$ cat config.mk
export PLATFORM = sky130hd
export DESIGN_NAME = lcbank_top
export DESIGN_NICKNAME = d
export VERILOG_FILES = /design/src/rtl/lcbank_pkg.sv /design/src/rtl/lcbank_ctl.sv /design/src/rtl/lcbank_route.sv /design/src/rtl/lcbank_status.sv /design/src/rtl/lcbank_top.sv
export SDC_FILE = /design/constraint.sdc
export NUM_CORES = 1
export LEC_CHECK = 0
export ABC_AREA = 1
export BUFFER_PORTS_ARGS = -buffer_cell sky130_fd_sc_hd__buf_2
export CAP_MARGIN = 10
export CORE_UTILIZATION = 37
export DETAILED_ROUTE_END_ITERATION = 10
export PLACE_DENSITY = 0.81
export SETUP_SLACK_MARGIN = 0.02
export SLEW_MARGIN = 25
export SYNTH_ARGS = -nofsm -noshare
export SYNTH_HDL_FRONTEND = slang
export SYNTH_SLANG_ARGS = --single-unit
$ cat constraint.sdc
create_clock -name clk_i -period 1.8 [get_ports clk_i]
set_clock_uncertainty 0.2 [all_clocks]
set_input_delay 0.18 -clock clk_i [delete_from_list [all_inputs] [get_ports clk_i]]
set_output_delay 0.18 -clock clk_i [all_outputs]
set_load 0.02 [all_outputs]
$ cat src/rtl/lcbank_pkg.sv
package lcbank_pkg;
  localparam int unsigned SRC_N = 7;

  typedef enum logic [2:0] {
    SRC_ROM     = 3'd0,
    SRC_D1_MAIN = 3'd1,
    SRC_D2_MAIN = 3'd2,
    SRC_E_MAIN  = 3'd3,
    SRC_D1_AUX  = 3'd4,
    SRC_D2_AUX  = 3'd5,
    SRC_E_AUX   = 3'd6
  } src_e;

  typedef struct packed {
    logic bank2;
    logic rd_ram;
    logic wr_ram;
  } lc_state_t;

  localparam lc_state_t STATE_RST = '{bank2: 1'b1, rd_ram: 1'b0, wr_ram: 1'b0};
endpackage

$ cat src/rtl/lcbank_ctl.sv
module lcbank_ctl
  import lcbank_pkg::*;
#(
  parameter int unsigned     ADDR_W   = 16,
  parameter logic [ADDR_W-5:0] CTL_PAGE = 12'hC08
) (
  input  logic              clk_i,
  input  logic              rst_ni,
  input  logic [ADDR_W-1:0] addr_i,
  input  logic              rd_i,
  input  logic              wr_i,
  output lc_state_t         state_o
);
  logic      ctl_hit;
  lc_state_t state_d, state_q;

  assign ctl_hit = (rd_i | wr_i) && (addr_i[ADDR_W-1:4] == CTL_PAGE);

  always_comb begin
    state_d = state_q;
    if (ctl_hit) begin
      state_d.bank2  = ~addr_i[3];
      state_d.wr_ram = addr_i[2];
      // read flag sense flips with the write bit
      state_d.rd_ram = addr_i[1] ^ addr_i[2];
    end
  end

  always_ff @(posedge clk_i or negedge rst_ni) begin
    if (!rst_ni) state_q <= STATE_RST;
    else         state_q <= state_d;
  end

  assign state_o = state_q;
endmodule

$ cat src/rtl/lcbank_route.sv
module lcbank_route
  import lcbank_pkg::*;
#(
  parameter int unsigned ADDR_W = 16,
  parameter logic [3:0]  D_NIB  = 4'hD
) (
  input  logic              [ADDR_W-1:0] addr_i,
  input  logic                           rd_i,
  input  logic                           wr_i,
  input  logic                           altzp_i,
  input  lc_state_t                      state_i,
  output logic              [SRC_N-1:0]  rd_sel_o,
  output logic              [SRC_N-1:0]  wr_sel_o
);
  localparam logic [2:0] E_TOP = 3'b111;

  logic in_d, in_e, in_hi;
  logic rd_hit, wr_hit;
  src_e ram_src, rd_src;

  assign in_d  = addr_i[ADDR_W-1 -: 4] == D_NIB;
  assign in_e  = addr_i[ADDR_W-1 -: 3] == E_TOP;
  assign in_hi = in_d | in_e;

  always_comb begin
    if (in_d) begin
      if (altzp_i) ram_src = state_i.bank2 ? SRC_D2_AUX  : SRC_D1_AUX;
      else         ram_src = state_i.bank2 ? SRC_D2_MAIN : SRC_D1_MAIN;
    end else begin
      ram_src = altzp_i ? SRC_E_AUX : SRC_E_MAIN;
    end
  end

  assign rd_src = state_i.rd_ram ? ram_src : SRC_ROM;
  assign rd_hit = rd_i & in_hi;
  assign wr_hit = wr_i & in_hi & state_i.wr_ram;

  for (genvar g = 0; g < SRC_N; g++) begin : g_sel
    assign rd_sel_o[g] = rd_hit && (rd_src == src_e'(3'(g)));
    assign wr_sel_o[g] = wr_hit && (ram_src == src_e'(3'(g)));
  end
endmodule

$ cat src/rtl/lcbank_status.sv
module lcbank_status
  import lcbank_pkg::*;
#(
  parameter int unsigned       ADDR_W         = 16,
  parameter int unsigned       DATA_W         = 8,
  parameter int unsigned       FLAG_BIT       = 7,
  parameter logic [ADDR_W-1:0] STAT_BANK_ADDR = 16'hC011,
  parameter logic [ADDR_W-1:0] STAT_RAM_ADDR  = 16'hC012
) (
  input  logic [ADDR_W-1:0] addr_i,
  input  logic              rd_i,
  input  lc_state_t         state_i,
  output logic              stat_hit_o,
  output logic [DATA_W-1:0] stat_data_o
);
  always_comb begin
    stat_hit_o  = 1'b0;
    stat_data_o = '0;
    if (rd_i && addr_i == STAT_BANK_ADDR) begin
      stat_hit_o            = 1'b1;
      stat_data_o[FLAG_BIT] = state_i.bank2;
    end else if (rd_i && addr_i == STAT_RAM_ADDR) begin
      stat_hit_o            = 1'b1;
      stat_data_o[FLAG_BIT] = state_i.rd_ram;
    end
  end
endmodule

$ cat src/rtl/lcbank_top.sv
module lcbank_top
  import lcbank_pkg::*;
#(
  parameter int unsigned       ADDR_W         = 16,
  parameter int unsigned       DATA_W         = 8,
  parameter logic [ADDR_W-5:0] CTL_PAGE       = 12'hC08,
  parameter logic [ADDR_W-1:0] STAT_BANK_ADDR = 16'hC011,
  parameter logic [ADDR_W-1:0] STAT_RAM_ADDR  = 16'hC012
) (
  input  logic              clk_i,
  input  logic              rst_ni,
  input  logic [ADDR_W-1:0] addr_i,
  input  logic              rd_i,
  input  logic              wr_i,
  input  logic              altzp_i,
  output logic [SRC_N-1:0]  rd_sel_o,
  output logic [SRC_N-1:0]  wr_sel_o,
  output logic              stat_hit_o,
  output logic [DATA_W-1:0] stat_data_o
);
  lc_state_t state_q;

  lcbank_ctl #(.ADDR_W(ADDR_W), .CTL_PAGE(CTL_PAGE)) u_ctl (
    .clk_i   (clk_i),
    .rst_ni  (rst_ni),
    .addr_i  (addr_i),
    .rd_i    (rd_i),
    .wr_i    (wr_i),
    .state_o (state_q)
  );

  lcbank_route #(.ADDR_W(ADDR_W)) u_route (
    .addr_i   (addr_i),
    .rd_i     (rd_i),
    .wr_i     (wr_i),
    .altzp_i  (altzp_i),
    .state_i  (state_q),
    .rd_sel_o (rd_sel_o),
    .wr_sel_o (wr_sel_o)
  );

  lcbank_status #(
    .ADDR_W(ADDR_W), .DATA_W(DATA_W), .FLAG_BIT(DATA_W-1),
    .STAT_BANK_ADDR(STAT_BANK_ADDR), .STAT_RAM_ADDR(STAT_RAM_ADDR)
  ) u_status (
    .addr_i      (addr_i),
    .rd_i        (rd_i),
    .state_i     (state_q),
    .stat_hit_o  (stat_hit_o),
    .stat_data_o (stat_data_o)
  );
endmodule

* Word-level counts from Yosys, hierarchy flattened
Cells that the tools add are included.
Widths: inputs -> output; s select.
** Cells by class
- Muxes and demuxes :: 10
- Bitwise logic cells :: 7
- Reduce and logical (&&, ||, !) cells :: 19
- Equality and inequality tests :: 17
** Operators by type and width (count)
- $eq 16x16->1 const B :: 2
- $eq 3x3->1 const B :: 7
- $logic_and 1x1->1 :: 17
- $eq 12x12->1 const B :: 1
- $eq 3x2->1 const B :: 4
- $mux 3 :: 4
- $eq 3x1->1 const B :: 2
- $logic_not 3->1 :: 2
- $mux 1 :: 5
- $eq 4x4->1 const B :: 1
- $and 1x1->1 :: 3
- $mux 2 :: 1
- $or 1x1->1 :: 2
- $not 1->1 :: 1
- $xor 1x1->1 :: 1
** Storage, ports and cells
- Output and inout port bits :: 23
- Input bits :: 21
- Flip-flop bits (word level) :: 3
- Word-level logic and storage cells :: 56

* Longest topological paths before layout
Gate-level depths: netlist of run 1.
- Depth in word-level cells :: 6
- Mapped depth :: 7
- Depth with buffers taken out :: 7

* Hierarchy
A second synthesis of run 1 with hierarchy kept.
** Unflattened totals
- Cell total of the unflattened synthesis :: 110
- Area, all modules :: 613.1 um2
** Modules (own cells, without submodules)
- lcbank_route :: seq. area each 0.0 um2, area an instance 216.5 um2, cells each 42, instances 1
- lcbank_ctl :: seq. area each 76.3 um2, area an instance 205.2 um2, cells each 29, instances 1
- lcbank_status :: seq. area each 0.0 um2, area an instance 191.4 um2, cells each 39, instances 1

* Worst setup path after synthesis of run 1
Ideal clock, no wire load.
- Path type :: register to output
- Start point :: reg, netlist name u_ctl.state_o[2]
- End point :: out rd_sel_o[0]
- Path buffers :: 0
- Stages on the path, launching flop included :: 5
- Data arrival time :: 1.337 ns
- Data required time :: 1.420 ns
- Path slack :: 0.083 ns
- Cells stage by stage :: dfstp_2 > ha_1 > inv_1 > nand3_2 > a21oi_1
** Between the ends
- Longest elaborated chain between the ends :: 6
- Elaborated cells on any way between the ends :: 7
** Ends and longest elaborated chain
- $mux 2 / $mux 1 (equally long branches) :: line lcbank_route.sv:28, lcbank_route.sv:27
- $mux 3 * :: line lcbank_route.sv:27 : if (altzp_i) ram_src = state_i.bank2 ? SRC_D2_AUX : SRC_D1_AUX;
- $mux 3 * :: line lcbank_route.sv:26 : if (in_d) begin
- $mux 3 * :: line lcbank_route.sv:34 : assign rd_src = state_i.rd_ram ? ram_src : SRC_ROM;
- $logic_not 3->1 * :: line lcbank_route.sv:39 : assign rd_sel_o[g] = rd_hit && (rd_src == src_e'(3'(g)));
- $logic_and 1x1->1 * :: line lcbank_route.sv:39
- end, declared :: line lcbank_top.sv:16 : output logic [SRC_N-1:0] rd_sel_o,
Mark *: on every way between the ends. The rest lies on a longest branch, timed or not.

* Worst setup path in the final report of run 1
- Start point :: reg, netlist name u_ctl.state_o[2]
- End point :: out wr_sel_o[1]
** Between the ends
- Longest elaborated chain between the ends :: 5
- Elaborated cells on any way between the ends :: 6
** Ends and longest elaborated chain
- $mux 2 / $mux 1 (equally long branches) :: line lcbank_route.sv:28, lcbank_route.sv:27
- $mux 3 * :: line lcbank_route.sv:27
- $mux 3 * :: line lcbank_route.sv:26
- $eq 3x1->1 * :: line lcbank_route.sv:40 : assign wr_sel_o[g] = wr_hit && (ram_src == src_e'(3'(g)));
- $logic_and 1x1->1 * :: line lcbank_route.sv:40
- end, declared :: line lcbank_top.sv:17 : output logic [SRC_N-1:0] wr_sel_o,
Marks and branches as above.

==> metrics.md, run 1 <==
| Metric | Value |
|---|---|
| Largest register FFs | 3 |
| Gate count after technology mapping | 87 |
| Async SR Flop Fraction | 100% |
| Final estimated routing congestion in global placement | 0.746 |
| Outcome | finished with violations |
| Total CTS buffers | 3 |
| Clock tree from TritonCTS | done |
| Critical Path Start Type | register |
| Total power density per cell area | 333 nW/um^2 |
| Number of maximum-capacitance constraint violations | 0 |
| Final critical delay including setup and external delays | 1.83 ns |
| H-tree levels | 1 |
| Portion of the post-synthesis area used by sequential elements | 15.0% |
| Initial standard-cell utilization of the core | 39.6% |
| Layout area overhead | 61.9% |
| Crit end category | output port |
| Worst Slack Setup Final | -0.0295 ns |
| Global router's overall resource usage | 22.4% |
| Post-synthesis instance area | 509 sq um |
| Total number of clock tree sinks | 3 |
| Net count reported at finish | 155 |
| Later-pin clock latency in the skew report | 0.24 ns |
| Post-DR vias/cell | 4.63 |
| Total of flip-flops plus latches after synthesis | 3 |
| Initial antenna violation count | 0 |
| Post-detailed-route wirelength per cell | 9.89 um |
| Number of design rule violations left after detail routing | 0 |
| Violations in the final reports | setup timing |
| Total placed instance area | 678 sq um |
| Die Ht | 39.1 um |
| Unrepaired setup endpoints after global routing | yes |
| Wire length of the first global-routing pass | 2440 um |
| Boundary Pins | 44 |
| Arrival time of data at the critical path endpoint | 1.45 ns |
| Clock transition at the registers of the reported paths | 0.03 ns |
| Most used standard cells in the synthesized netlist | 25 x nor2_1, 13 x nand2_1, 10 x inv_1 |
| Die area | 1530 sq um |
| Final instance area | 825 sq um |
| Number of flops mapped to enable cells by yosys | 0 |
| Final design utilization | 64.2% |
| Antenna viol nets, final | 0 |
| Final Hold Fails | 0 |
| Count of standard-cell rows | 13 |
| Worst slack at placement | 0.0802 ns |
| Area share of the largest cell type after synthesis | 18.4% |
| Cell taking the most area after synthesis | nor2_1 |
| Leakage power summed over all cells | 0.000453 uW |
| Number of DRC markers in iteration 0 | 4 |
| Diodes inserted | 0 |
| Die Wd | 39.1 um |
| HPWL after DPL | 1090 um |
| Largest cells by area after synthesis | nor2_1 18%, buf_4 10%, dfrtp_1 9.8% |
| Unique masters post-synth | 22 |
| First-pass iteration count of the detailed router | 4 |
| Overflow after GRT | 0 |
| Total via count in the routed design | 680 |
| Vias in the first global route | 643 |
| Core Footprint | 1280 sq um |
| Mean cell area of the mapped netlist | 5.85 sq um |
| Post-route clock period utilization | 102% |
| Maximum buffer depth of the clock tree | 2 |
| Max Clk Rate | 547 MHz |
| Classification of the worst-slack hold path | in2reg |
| Pin count of the biggest net entering global routing | 8 |
| Category of the critical setup timing path | reg2out |
| Cell at the root of the clock tree | clkbuf_4 |
| Fraction of final layout cells sized beyond drive strength 1 | 44.7% |
| Worst Path Required | 1.42 ns |
| Total routed wirelength | 1450 um |
| Predominant post-synthesis flop cell | dfrtp_1 |
| Worst vdd ir | 229 uV |
| Quantity of I/O buffers inserted on ports | 36 |
| Synth warnings | 0 |
| Fin. max-slew vios | 0 |
| Final setup vio count | 10 |
| Peak fanout along the critical path | 4 |
| Most frequent cell after synthesis | nor2_1 |
-- repair_timing --
item | in CTS | in global routing
endpoints found under the hold margin | 4 | 0
hold buffers | 2 | 0
gates cloned | 0 | 0
endpoints found under the setup margin | 10 | 14
pin swaps | 8 | 7
resized for setup | 18 | 5
setup buffers | 4 | 0
-- routing by layer --
metal | GRT usage (%) | vias to the layer above | wire [um]
li1 | - | 354 | -
met1 | 22.4 | 293 | 527
met2 | 47.1 | 30 | 830
met3 | 1.73 | 3 | 74
met4 | 6.03 | 0 | 21
met5 | 0 | - | 0
-- layout by cell type (no fill, tap or decap) --
master         count
nor2_1            24
buf_2             24
buf_4             15
nand2_1           13
inv_1              8
nand3_1            7
conb_1             7
nand4_1            5
clkbuf_4           3
inv_4              2
nor2_2             2
nor3_2             2
nand2_2            2
dlygate4sd3_1      2
dfrtp_1            2
inv_2              1
nand3_4            1
nor3b_2            1
a21oi_2            1
nand3_2            1
a21oi_1            1
nor2_4             1
o211a_1            1
nand3b_1           1
xor2_1             1
ha_4               1
clkbuf_1           1
buf_6              1
dfstp_2            1
-- cell families after synthesis --
family                     Yosys count  share of synthesized area [%]
AOI/OAI and AO/OA                    3                           3.93
xor gates and xnor gates             1                           1.72
adders and majority gates            1                           2.46
buffers and inverters               18                           18.4
DFF                                  3                           15.0
other                                1                          0.736
and+or+nand+nor                     60                           57.7
-- metrics by stage --
stage	hold WS, ns	cells	total power (uW)	TNS (ns)
after floorplan	-0.316	93	123	0
after global placement	-0.224	137	141	0
after detailed placement	-0.221	137	144	0
after CTS	0.0397	147	274	-0.101
after global routing	0.0573	147	297	-0.741
final	0.0336	147	275	-0.193
-- final timing paths --
path	from	cells past startpoint	slack [ns]	to
min in group asynchronous	rst_ni	2	0.07	u_ctl.state_o[1]
worst min register to register	u_ctl.state_o[0]	2	0.34	u_ctl.state_o[0]
worst max-delay path	u_ctl.state_o[2]	5	-0.03	wr_sel_o[1]
worst min-delay path	addr_i[2]	3	0.03	u_ctl.state_o[0]
worst max register to register	u_ctl.state_o[2]	3	0.79	u_ctl.state_o[2]
max in group asynchronous	rst_ni	2	1.13	u_ctl.state_o[2]
-- cell type report --
type	count	area [sq um]
timing repair buffer	42	264
sequential	3	76.3
tap	15	18.8
multi-input combinational	72	393
clock buffer	4	26.3
inverter	11	46.3
fill	132	460
-- where the power goes --
group / leakage (uW) / switching [uW] / internal, uW
registers: 0.0000382 / 0.628 / 68.5
logic: 0.000400 / 52.1 / 34.2
clock network: 0.0000150 / 36.3 / 83.1
total: 0.000453 / 89.0 / 186
-- critical path, stage by stage, from the launching register on --
cell and delay [ns]:
dfstp_2 0.54, ha_4 0.22, buf_4 0.13, nand3_2 0.10, nor2_1 0.06, buf_4 0.16
(Power assumes the default switching activity.)
==> run 2: changes to the inputs <==
REMOVE_ABC_BUFFERS = 1   (was not set)
==> metrics.md, run 2 (synthesized netlist as in run 1, its figures left out) <==
| Metric | Value |
|---|---|
| Most frequent CP cell | nor2_1 |
| Switching power total | 95.8 uW |
| Number of design rule violations left after detail routing | 0 |
| Cell at the root of the clock tree | clkbuf_4 |
| Count of buffering cells on the critical path with inverters included | 1 |
| Clock power frac | 44.7% |
| Internal power summed over all cells | 187 uW |
| Number of DRC markers in iteration 0 | 6 |
| Critical Path Start Type | register |
| Final instance area | 847 sq um |
| H-tree levels | 1 |
| Proportion of power drawn by flip-flops and latches | 24.4% |
| Launch instance of the worst min-delay path | addr_i[2] |
| Unrepaired setup endpoints after global routing | yes |
| Quantity of I/O buffers inserted on ports | 36 |
| Outcome | finished with violations |
| Total placed instance area | 678 sq um |
| Total via count in the routed design | 699 |
| Count of standard-cell rows | 13 |
| Slowest cell on the critical path | dfstp_2 |
| Total power density per cell area | 333 nW/um^2 |
| Later-pin clock latency in the skew report | 0.24 ns |
| Worst vdd ir | 232 uV |
| Crit path cell chain | ha_4 > nor3_2 > nor2_1 > nor2_1 > buf_4 |
| Max Clk Rate | 539 MHz |
| Total routed wirelength | 1410 um |
| Placed Instances | 137 |
| Largest register FFs | 3 |
| Boundary Pins | 44 |
| Maximum buffer depth of the clock tree | 2 |
| Most common library cell in the layout ignoring fill and taps | buf_2 |
| Total CTS buffers | 3 |
| Tightest hold margin | 0.0382 ns |
| R2r setup slk | 0.79 ns |
| Violations in the final reports | setup timing |
| Category of the critical setup timing path | reg2out |
| Die Ht | 39.1 um |
| Worst Slack Setup Final | -0.0544 ns |
| Cell family with most CP delay | flip-flops |
| Setup tns final | -0.252 ns |
| Combinational Power Share | 30.8% |
| First-pass iteration count of the detailed router | 2 |
| Initial standard-cell utilization of the core | 39.6% |
| Final setup vio count | 10 |
| Worst Path Required | 1.42 ns |
| HPWL after DPL | 1120 um |
| Worst Reg2Reg Path Length in Cells | 3 |
| Peak fanout along the critical path | 4 |
| Worst flop-to-flop path startpoint | u_ctl.state_o[2] |
| Classification of the worst-slack hold path | in2reg |
| Leakage power summed over all cells | 0.000450 uW |
| R2r endpoint | u_ctl.state_o[2] |
| Final Hold Fails | 0 |
| Fin. max-slew vios | 0 |
| Final critical delay including setup and external delays | 1.85 ns |
| Total number of clock tree sinks | 3 |
| Global router's overall resource usage | 20.2% |
| Post-detailed-route wirelength per cell | 9.66 um |
| Wire length of the first global-routing pass | 2060 um |
| Pin count of the biggest net entering global routing | 8 |
| Overflow after GRT | 0 |
| Post-DR vias/cell | 4.79 |
| Arrival time of data at the critical path endpoint | 1.47 ns |
| Maximum single-stage delay on the critical path | 0.54 ns |
| Die Wd | 39.1 um |
| Number of maximum-capacitance constraint violations | 0 |
| Final estimated routing congestion in global placement | 0.771 |
| Net count reported at finish | 154 |
| Hold Path Cell Cnt | 3 |
| Die area | 1530 sq um |
| Initial antenna violation count | 0 |
| Most frequent cells in the layout | 24 x buf_2, 23 x nor2_1, 13 x nand2_1 |
| Layout area overhead | 66.3% |
| Final design utilization | 65.9% |
| Net switching share of the total power | 33.9% |
| Vias in the first global route | 580 |
| Diodes inserted | 0 |
| Clock tree from TritonCTS | done |
| Number of non-filler instances in the completed layout | 146 |
| Post-route clock period utilization | 103% |
| Antenna viol nets, final | 0 |
| Core Footprint | 1280 sq um |
| Clock transition at the registers of the reported paths | 0.04 ns |
| Hold Path Sink | u_ctl.state_o[0] |
| Fraction of final layout cells sized beyond drive strength 1 | 45.8% |
| Crit end category | output port |
-- run 2: power groups by stage --
stage	Combinational (uW)	Sequential, uW	Clock (uW)
4_1_cts	84.5	69.0	130
3_3_place_gp	71.7	69.7	0
3_5_place_dp	74.5	69.8	0
6_report	87.0	69.0	126
2_1_floorplan	41.5	69.6	0
5_1_grt	97.2	69.0	134
-- run 2: cell type report --
cell class	count	area (sq um)
tap	15	18.8
inverter	11	43.8
multi-input combinational	72	418
fill	126	438
sequential	3	76.3
clock buffer	4	26.3
timing repair buffer	41	264
-- run 2: worst max path at each step --
stage | start | endpoint | slack [ns] | cells past startpoint
6_report | u_ctl.state_o[2] | wr_sel_o[6] | -0.05 | 5
5_1_grt | u_ctl.state_o[2] | wr_sel_o[6] | -0.09 | 6
4_1_cts | u_ctl.state_o[2] | wr_sel_o[0] | -0.1 | 5
3_5_place_dp | u_ctl.state_o[2] | wr_sel_o[0] | 0.08 | 5
3_3_place_gp | u_ctl.state_o[2] | rd_sel_o[0] | 0.13 | 5
2_1_floorplan | u_ctl.state_o[2] | rd_sel_o[0] | 0.08 | 4
-- run 2: repair_timing --
action	4_1_cts	5_1_grt
endpoints found under the setup margin	10	14
gates cloned	0	0
buffers inserted	2	1
hold endpoints to repair	4	0
pin swaps	6	7
hold buffers	2	0
gates resized for setup	13	15
-- run 2: routing by layer --
layer  wire length, um  share of wire (%)  global-route usage (%)  vias to the layer above
li1                  -                  -                       -                      353
met1               520                 37                    17.6                      312
met2               777                 55                    42.9                       31
met3                83                5.9                    1.73                        3
met4                29                2.1                    10.3                        0
met5                 0                  0                       0                        -
-- run 2: worst register-to-register path, stage by stage, from the launching register on --
cell and delay (ns):
dfstp_2 0.54, buf_4 0.11, nand2_1 0.04, nand2_1 0.05
-- run 2: metrics by stage --
step	worst slack, ns	total power [uW]
after floorplan	0.0830	111
after global placement	0.135	141
after detailed placement	0.0774	144
after CTS	-0.0991	283
after global routing	-0.0924	300
final	-0.0544	282
==> run 3: changes to the inputs <==
SKIP_LAST_GASP = 1   (was not set)
TNS_END_PERCENT = 1   (was not set)
==> metrics.md, run 3 (synthesized netlist as in run 1, its figures left out) <==
| Metric | Value |
|---|---|
| Total power density per cell area | 362 nW/um^2 |
| Maximum buffer depth of the clock tree | 2 |
| Final design utilization | 60.0% |
| First-pass iteration count of the detailed router | 4 |
| H-tree levels | 1 |
| Fin. max-slew vios | 0 |
| Post-DR vias/cell | 4.74 |
| Start point of the critical path | u_ctl.state_o[2] |
| Boundary Pins | 44 |
| Worst Path Required | 1.42 ns |
| Number of DRC markers in iteration 0 | 10 |
| Core Footprint | 1280 sq um |
| Critical Path Start Type | register |
| Endpoint of the most critical setup path | rd_sel_o[0] |
| Wire length of the first global-routing pass | 2040 um |
| Final critical delay including setup and external delays | 1.84 ns |
| HPWL after DPL | 1120 um |
| Later-pin clock latency in the skew report | 0.24 ns |
| Die Wd | 39.1 um |
| Number of maximum-capacitance constraint violations | 0 |
| Net count reported at finish | 152 |
| Die Ht | 39.1 um |
| Final setup vio count | 9 |
| Classification of the worst-slack hold path | in2reg |
| Unrepaired setup endpoints after global routing | yes |
| Quantity of I/O buffers inserted on ports | 36 |
| Total routed wirelength | 1360 um |
| Layout area overhead | 51.4% |
| Arrival time of data at the critical path endpoint | 1.46 ns |
| Fraction of final layout cells sized beyond drive strength 1 | 42.6% |
| Most frequent cells in the layout | 33 x buf_2, 25 x nor2_1, 13 x nand2_1 |
| Violations in the final reports | setup timing |
| Outcome | finished with violations |
| Final estimated routing congestion in global placement | 0.771 |
| Cell at the root of the clock tree | clkbuf_4 |
| Initial standard-cell utilization of the core | 39.6% |
| Final Hold Fails | 0 |
| Initial antenna violation count | 0 |
| Clock tree from TritonCTS | done |
| Total placed instance area | 678 sq um |
| Largest register FFs | 3 |
| Worst flop-to-flop path startpoint | u_ctl.state_o[2] |
| R2r endpoint | u_ctl.state_o[2] |
| Worst Reg2Reg Path Length in Cells | 3 |
| Crit end category | output port |
| Category of the critical setup timing path | reg2out |
| Vias in the first global route | 571 |
| Total number of clock tree sinks | 3 |
| Total via count in the routed design | 683 |
| Most common library cell in the layout ignoring fill and taps | buf_2 |
| Count of standard-cell rows | 13 |
| Worst vdd ir | 236 uV |
| Post-detailed-route wirelength per cell | 9.47 um |
| Peak fanout along the critical path | 4 |
| Die area | 1530 sq um |
| Post-route clock period utilization | 102% |
| Global router's overall resource usage | 19.9% |
| Max Clk Rate | 543 MHz |
| Antenna viol nets, final | 0 |
| Number of design rule violations left after detail routing | 0 |
| Diodes inserted | 0 |
| Overflow after GRT | 0 |
| Worst Slack Setup Final | -0.0419 ns |
| Final instance area | 771 sq um |
| R2r setup slk | 0.79 ns |
| Pin count of the biggest net entering global routing | 8 |
| Leakage power summed over all cells | 0.000438 uW |
| Total CTS buffers | 3 |
| Clock transition at the registers of the reported paths | 0.04 ns |
## run 3: cell types whose count changed in the layout (fill, tap and decap cells not counted), sizes merged
cell | previous run | this run
buf | 39 | 37
## run 3: worst min-delay path by stage
stage | endpoint | cells past startpoint | start
2_1_floorplan | u_ctl.state_o[0] | 0 | rst_ni
3_3_place_gp | u_ctl.state_o[0] | 1 | rst_ni
3_5_place_dp | u_ctl.state_o[1] | 1 | rst_ni
4_1_cts | u_ctl.state_o[0] | 3 | addr_i[2]
5_1_grt | u_ctl.state_o[1] | 2 | rst_ni
6_report | u_ctl.state_o[0] | 3 | addr_i[2]
## run 3: repair_timing
action / CTS / global route
hold buffers: 2 / 0
setup endpoints to repair: 10 / 10
pin swaps: 1 / 1
buffers inserted: 1 / 0
gates resized for setup: 8 / 2
endpoints found under the hold margin: 4 / 0
## run 3: through the flow
stage	setup WS [ns]	std cells	hold WS (ns)	TNS [ns]	total power, uW
2_1_floorplan	0.0830	86	-0.316	0	111
3_3_place_gp	0.135	137	-0.221	0	141
3_5_place_dp	0.0774	137	-0.219	0	144
4_1_cts	-0.103	144	0.0384	-0.450	281
5_1_grt	-0.0989	144	0.0597	-0.707	296
6_report	-0.0419	144	0.0426	-0.262	279
## run 3: layout make-up
type | count | area (sq um)
well taps | 15 | 18.8
clock buffers | 4 | 26.3
multi-input cells | 72 | 390
inverters | 11 | 43.8
flip-flops and latches | 3 | 76.3
fillers | 128 | 514
repair buffers | 39 | 215
## run 3: critical path, stage by stage, from the launching register on
cell	delay, ns
dfstp_2	0.54
ha_4	0.22
inv_4	0.07
nand3_4	0.09
a21oi_2	0.12
buf_2	0.17
## run 3: power by group
group	switching, uW	total, uW	internal (uW)	leakage [uW]
logic	51.2	83.4	32.2	0.000385
clock network	43.4	127	83.6	0.0000150
registers	0.567	69.0	68.4	0.0000382
total	95.1	279	184	0.000438
## run 3: routing by layer
layer  up-vias  routed length [um]  global-route usage (%)
li1        350                   -                       -
met2        33                 725                    42.1
met5         -                   0                       0
met3         3                  91                    1.73
met4         0                  29                    10.3
met1       297                 518                    17.6
